$ cat src/rtl/simd_pkg.sv
package simd_pkg;

  typedef enum logic [3:0] {
    OP_NOP     = 4'd0,
    OP_LDI     = 4'd1,
    OP_ADD     = 4'd2,
    OP_SUB     = 4'd3,
    OP_NEG     = 4'd4,
    OP_LDM     = 4'd5,
    OP_STM     = 4'd6,
    OP_PULL_UP = 4'd7,
    OP_PULL_DN = 4'd8,
    OP_CMPNEG  = 4'd9,
    OP_MRANGE  = 4'd10,
    OP_MALL    = 4'd11
  } opcode_e;

  typedef enum logic [2:0] {
    ACC_HOLD, ACC_IMM, ACC_ADD, ACC_SUB, ACC_NEG, ACC_MEM, ACC_UP, ACC_DN
  } accSel_e;

  typedef struct packed {
    accSel_e accSel;
    logic    memWr;
    logic    indexed;
    logic    maskExt;
    logic    maskCmp;
    logic    maskRange;
    logic    maskAll;
  } strobes_t;

endpackage

$ cat src/rtl/simd_ctrl.sv
module simd_ctrl
  import simd_pkg::*;
(
  input  logic       instValid,
  input  logic [3:0] instOp,
  input  logic       instIndexed,
  input  logic       maskLoad,
  output strobes_t   strobes
);

  always_comb begin
    strobes         = '0;
    strobes.accSel  = ACC_HOLD;
    strobes.indexed = instIndexed;
    strobes.maskExt = maskLoad;
    if (instValid) begin
      case (opcode_e'(instOp))
        OP_LDI:     strobes.accSel = ACC_IMM;
        OP_ADD:     strobes.accSel = ACC_ADD;
        OP_SUB:     strobes.accSel = ACC_SUB;
        OP_NEG:     strobes.accSel = ACC_NEG;
        OP_LDM:     strobes.accSel = ACC_MEM;
        OP_STM:     strobes.memWr  = 1'b1;
        OP_PULL_UP: strobes.accSel = ACC_UP;
        OP_PULL_DN: strobes.accSel = ACC_DN;
        // an external mask write takes priority over mask instructions
        OP_CMPNEG:  strobes.maskCmp   = !maskLoad;
        OP_MRANGE:  strobes.maskRange = !maskLoad;
        OP_MALL:    strobes.maskAll   = !maskLoad;
        default: ;
      endcase
    end
  end

endmodule

$ cat src/rtl/simd_datapath.sv
module simd_datapath
  import simd_pkg::*;
#(
  parameter int NUM_PE    = 8,
  parameter int DATA_W    = 16,
  parameter int MEM_DEPTH = 16,
  localparam int ADDR_W   = $clog2(MEM_DEPTH),
  localparam int IDX_W    = $clog2(NUM_PE)
) (
  input  logic                     clk,
  input  logic                     rstN,
  input  strobes_t                 strobes,
  input  logic [DATA_W-1:0]        imm,
  input  logic [ADDR_W-1:0]        addr,
  input  logic [NUM_PE-1:0]        maskIn,
  input  logic [IDX_W-1:0]         rdIdx,
  output logic [NUM_PE-1:0]        maskOut,
  output logic [DATA_W-1:0]        rdData,
  output logic [NUM_PE*DATA_W-1:0] accFlat
);

  logic [DATA_W-1:0] acc [NUM_PE];
  logic [NUM_PE-1:0] mask, maskNext, rangeHit, negFlag;
  logic [IDX_W-1:0]  rangeLo, rangeHi;

  assign rangeLo = imm[IDX_W-1:0];
  assign rangeHi = imm[2*IDX_W-1:IDX_W];

  for (genvar k = 0; k < NUM_PE; k++) begin : g_pe
    localparam int UP = (k + 1) % NUM_PE;
    localparam int DN = (k + NUM_PE - 1) % NUM_PE;

    logic [DATA_W-1:0] mem [MEM_DEPTH];
    logic [ADDR_W-1:0] peAddr;
    logic [DATA_W-1:0] accNext;

    assign peAddr = strobes.indexed ? addr + acc[k][ADDR_W-1:0] : addr;

    always_comb begin
      case (strobes.accSel)
        ACC_IMM: accNext = imm;
        ACC_ADD: accNext = acc[k] + imm;
        ACC_SUB: accNext = acc[k] - imm;
        ACC_NEG: accNext = '0 - acc[k];
        ACC_MEM: accNext = mem[peAddr];
        ACC_UP:  accNext = acc[UP];
        ACC_DN:  accNext = acc[DN];
        default: accNext = acc[k];
      endcase
    end

    assign rangeHit[k] = (IDX_W'(k) >= rangeLo) && (IDX_W'(k) <= rangeHi);
    assign negFlag[k]  = acc[k][DATA_W-1];
    assign accFlat[k*DATA_W +: DATA_W] = acc[k];

    always_ff @(posedge clk) begin
      if (!rstN) acc[k] <= '0;
      else if (mask[k] && strobes.accSel != ACC_HOLD) acc[k] <= accNext;
    end

    always_ff @(posedge clk) begin
      if (!rstN) begin
        for (int i = 0; i < MEM_DEPTH; i++) mem[i] <= '0;
      end else if (mask[k] && strobes.memWr) begin
        mem[peAddr] <= acc[k];
      end
    end
  end

  always_comb begin
    maskNext = mask;
    if (strobes.maskExt)        maskNext = maskIn;
    else if (strobes.maskAll)   maskNext = '1;
    else if (strobes.maskRange) maskNext = rangeHit;
    else if (strobes.maskCmp)   maskNext = mask & negFlag;
  end

  always_ff @(posedge clk) begin
    if (!rstN) begin
      mask   <= '1;
      rdData <= '0;
    end else begin
      mask   <= maskNext;
      rdData <= acc[rdIdx];
    end
  end

  assign maskOut = mask;

endmodule

$ cat src/rtl/simd_pe_array.sv
module simd_pe_array
  import simd_pkg::*;
#(
  parameter int NUM_PE    = 8,
  parameter int DATA_W    = 16,
  parameter int MEM_DEPTH = 16,
  localparam int ADDR_W   = $clog2(MEM_DEPTH),
  localparam int IDX_W    = $clog2(NUM_PE)
) (
  input  logic              clk,
  input  logic              rstN,
  input  logic              instValid,
  input  logic [3:0]        instOp,
  input  logic [DATA_W-1:0] instImm,
  input  logic [ADDR_W-1:0] instAddr,
  input  logic              instIndexed,
  input  logic              maskLoad,
  input  logic [NUM_PE-1:0] maskIn,
  output logic [NUM_PE-1:0] maskOut,
  input  logic [IDX_W-1:0]  rdIdx,
  output logic [DATA_W-1:0] rdData
);

  strobes_t                 strobes;
  logic [NUM_PE*DATA_W-1:0] accFlat;

  simd_ctrl u_ctrl (
    .instValid  (instValid),
    .instOp     (instOp),
    .instIndexed(instIndexed),
    .maskLoad   (maskLoad),
    .strobes    (strobes)
  );

  simd_datapath #(
    .NUM_PE   (NUM_PE),
    .DATA_W   (DATA_W),
    .MEM_DEPTH(MEM_DEPTH)
  ) u_dp (
    .clk    (clk),
    .rstN   (rstN),
    .strobes(strobes),
    .imm    (instImm),
    .addr   (instAddr),
    .maskIn (maskIn),
    .rdIdx  (rdIdx),
    .maskOut(maskOut),
    .rdData (rdData),
    .accFlat(accFlat)
  );

endmodule

$ cat config.mk
export PLATFORM = sky130hd
export DESIGN_NAME = simd_pe_array
export DESIGN_NICKNAME = d
export VERILOG_FILES = /design/src/rtl/simd_pkg.sv /design/src/rtl/simd_ctrl.sv /design/src/rtl/simd_datapath.sv /design/src/rtl/simd_pe_array.sv
export SDC_FILE = /design/constraint.sdc
export NUM_CORES = 2
export LEC_CHECK = 0
export BUFFER_PORTS_ARGS = -buffer_cell sky130_fd_sc_hd__buf_2
export CAP_MARGIN = 5
export CORE_MARGIN = 2
export CORE_UTILIZATION = 25
export DETAILED_ROUTE_END_ITERATION = 6
export PLACE_DENSITY = 0.47
export SLEW_MARGIN = 25
export SYNTH_ARGS = -nofsm -noshare
export SYNTH_HDL_FRONTEND = slang
export SYNTH_HIERARCHICAL = 1
export SYNTH_SLANG_ARGS = --single-unit
$ cat constraint.sdc
create_clock -name clk -period 6 [get_ports clk]
set_clock_uncertainty 0.05 [all_clocks]
set_input_delay 0.3 -clock clk [delete_from_list [all_inputs] [get_ports clk]]
set_output_delay 0.3 -clock clk [all_outputs]
set_load 0.005 [all_outputs]
==> results.tsv <==
metric	value	unit
hp-start	instImm[13]	
synthMuxAreaShare	0.1082	
crit_top_cell	a2111oi_0	
max_cap_viol_count	0	
boundaryPins	64	
fin_hold_ws	0.1081	ns
gp_congestion	0.9714	
power.leakage	46.93	nW
synth.distinct_cells	108	
utilization	0.2904	
hpwlAfterDp	290800	microns
dp_cells	15400	
path_class	in -> reg	
max_freq	198.4	MHz
slew_violations	0	
yosys.area_share.simple	0.1771	
drc_errors	1	
grt_max_degree	103	
ctsResizeCount	0	
fillCellCount	47160	
setup_slack	0.9592	ns
synthXorXnorAreaFrac	0.02360	
critPathCaptureType	flip-flop	
ir_drop	0.2515	mV
die_x	684.4	microns
r2r-end	u_dp/acc[2][10]$_SDFFCE_PN0P_	
regArea	0.06582	sq mm
min_path_cells	4	
multi_input_area	0.04651	sq mm
synth_top_flop_cell	edfxtp_1	
totalWireLength	432700	microns
r2r_slack	1.09	ns
stdcell_area	0.1337	sq mm
setup_viol	0	
synth-compound-area-share	0.07439	
vias	81410	
syn_inst	9587	
clockBufferDepth	4	
power_density	307.6	mW/mm^2
cp-start-kind	input pin	
fin_cells	15910	
routedWlPerCell	27.20	microns
cts_root_buffer	clkbuf_16	
grt-ovfl-total	0	
initial_utilization	0.2514	
cts_tree	built	
cts_num_sinks	2200	
rsz0062_at_grt	no	
ctsHoldBuffers	29	
cp_slowest_stage_delay	0.62	ns
min_period	5.041	ns
synth_top_family_by_area	simple AND/OR/NAND/NOR gates	
status	finished, violations left	
cp_max_fo	9	
syn_area_per_cell	12.07	sq um
crit_path_start	instImm[2]	
track_usage	0.1788	
portBuffers	63	
synth_edf_count	2176	
grt_pass1_wl	615100	microns
worstSkewPairLatency	0.98	ns
cp_slowest_cell	dlygate4sd3_1	
numCtsBuffers	245	
total_power	41.14	mW
critPathRequiredTime	6.63	ns
worst_hold_path.endpoint	u_dp/acc[7][13]$_SDFFCE_PN0P_	
worstReg2RegStart	u_dp/acc[2][1]$_SDFFCE_PN0P_	
antenna_found_initial	39	
routed_via_density	5.117	
finalHoldViolCount	0	
violations	DRC	
dr.first_iter.drc_count	9048	
placed_area	0.1254	sq mm
drive_gt1_frac	0.1598	
post_cts.repair.setup_buffers	0	
design.core.area	0.4605	sq mm
die-area	0.4685	sq mm
postSynth.asyncResetShare	0	
ys_ff_latch	2200	
cts.htree.levels	4	
die-height	684.4	microns
netlist_area	0.1158	sq mm
synthesis.nets	9711	
synth_fa_ha_area_frac	0.01183	
worstPathCellList	dlygate4sd3_1, buf_2, inv_1, ha_1, mux2i_2, buf_4, ha_1, nor2b_1, a221oi_1, nor2b_1, o32ai_2, a31oi_1, a2111oi_0, buf_4, a2111oi_0, a2111oi_0, a211oi_1, xnor2_1, a211oi_1, nor3_1	
ys_seq_area_frac	0.5687	
ant_nets	0	
area_delta_synth_final	15.54	%
synth_warnings	6	
dr.pass1.iters	7	
setup_tns	0	ns
period_share	0.8401	
grt_pass1_vias	80460	
rr_worst_depth	10	
finalNetCount	9660	
row_count	249	
worstPathArrival	5.67	ns
relSlewSlack	0.2320	
dpl_worst_slack	0.4170	ns
clk_pin_slew	0.07	ns
tightestPinTransition	1.148	ns
hold_path_class	in -> reg	
power by group:
group / internal, mW / switching [mW]
Combinational: 2.64 / 5.70
Sequential: 17.5 / 0.395
Clock: 8.42 / 6.51
registers in the layout, summed over array words and instances, names as in the netlist:
name / count
u_dp/g_pe.mem: 2048
u_dp/acc: 128
u_dp/rdData: 16
u_dp/maskOut: 8
cells in the mapped netlist, types with 110 or more instances:
master,number,area (sq um)
xnor2_1,239,2093
mux4_2,357,8040
edfxtp_1,2176,65340
a211oi_1,157,1179
buf_1,123,461.7
mux2i_1,435,4354
clkbuf_1,829,3112
nor4_1,194,1214
and2_1,1567,9803
a21oi_1,312,1562
nor2_1,300,1126
nand2_1,758,2845
nor3_1,494,2472
o21ai_0,234,1171
a31oi_1,110,688.2
nand3_1,142,710.7
layout make-up:
class | instances | share of cell area
multi-input combinational | 6305 | 0.3478
antenna | 25 | 0.0004678
clock buffer | 318 | 0.04903
sequential | 2200 | 0.4922
clock inverter | 129 | 0.009374
timing repair buffer | 715 | 0.04170
tap | 6149 | 0.05753
inverter | 69 | 0.001955
layout by cell type (no fill, tap or decap), types with 142 or more instances in the layout:
| cell type | Yosys | routed |
|---|---|---|
| and2_1 | 1567 | 1566 |
| xnor2_1 | 239 | 226 |
| buf_4 | 4 | 599 |
| nor3_1 | 494 | 488 |
| clkbuf_16 | 0 | 247 |
| nor4_1 | 194 | 186 |
| nand2_1 | 758 | 755 |
| o21ai_0 | 234 | 145 |
| mux2i_1 | 435 | 433 |
| a211oi_1 | 157 | 156 |
| nand3_1 | 142 | 142 |
| mux4_2 | 357 | 357 |
| edfxtp_1 | 2176 | 2176 |
| a21oi_1 | 312 | 292 |
| nor2_1 | 300 | 286 |
cell families after synthesis:
group,count (synthesis)
simple gates,3803
compound gates,1284
buf+inv,1082
fa+ha+maj,103
mux,804
flops,2200
xor+xnor,311
worst max-delay path by stage:
stage | to | cells after the start
final | u_dp/acc[3][13]$_SDFFCE_PN0P_ | 20
after detailed placement | u_dp/acc[3][13]$_SDFFCE_PN0P_ | 19
after floorplan | u_dp/acc[3][13]$_SDFFCE_PN0P_ | 20
after global placement | u_dp/acc[3][13]$_SDFFCE_PN0P_ | 19
after global routing | u_dp/acc[3][13]$_SDFFCE_PN0P_ | 20
after CTS | u_dp/acc[3][13]$_SDFFCE_PN0P_ | 20
per-layer routing:
layer  track usage  routed length, microns
met1        0.2394                  181000
met2        0.2833                  196800
met3       0.03335                   34080
met4       0.07545                   20770
met5             0                      56
critical path: cells and delay by family:
family	cells	cell delay, ns
adders and majority gates	2	0.65
xor gates and xnor gates	1	0.16
buffers and inverters	5	1.57
and+or+nand+nor	3	0.35
muxes	1	0.16
AOI/OAI and AO/OA	8	2.46
No activity file was read; power rests on OpenSTA's default activity.
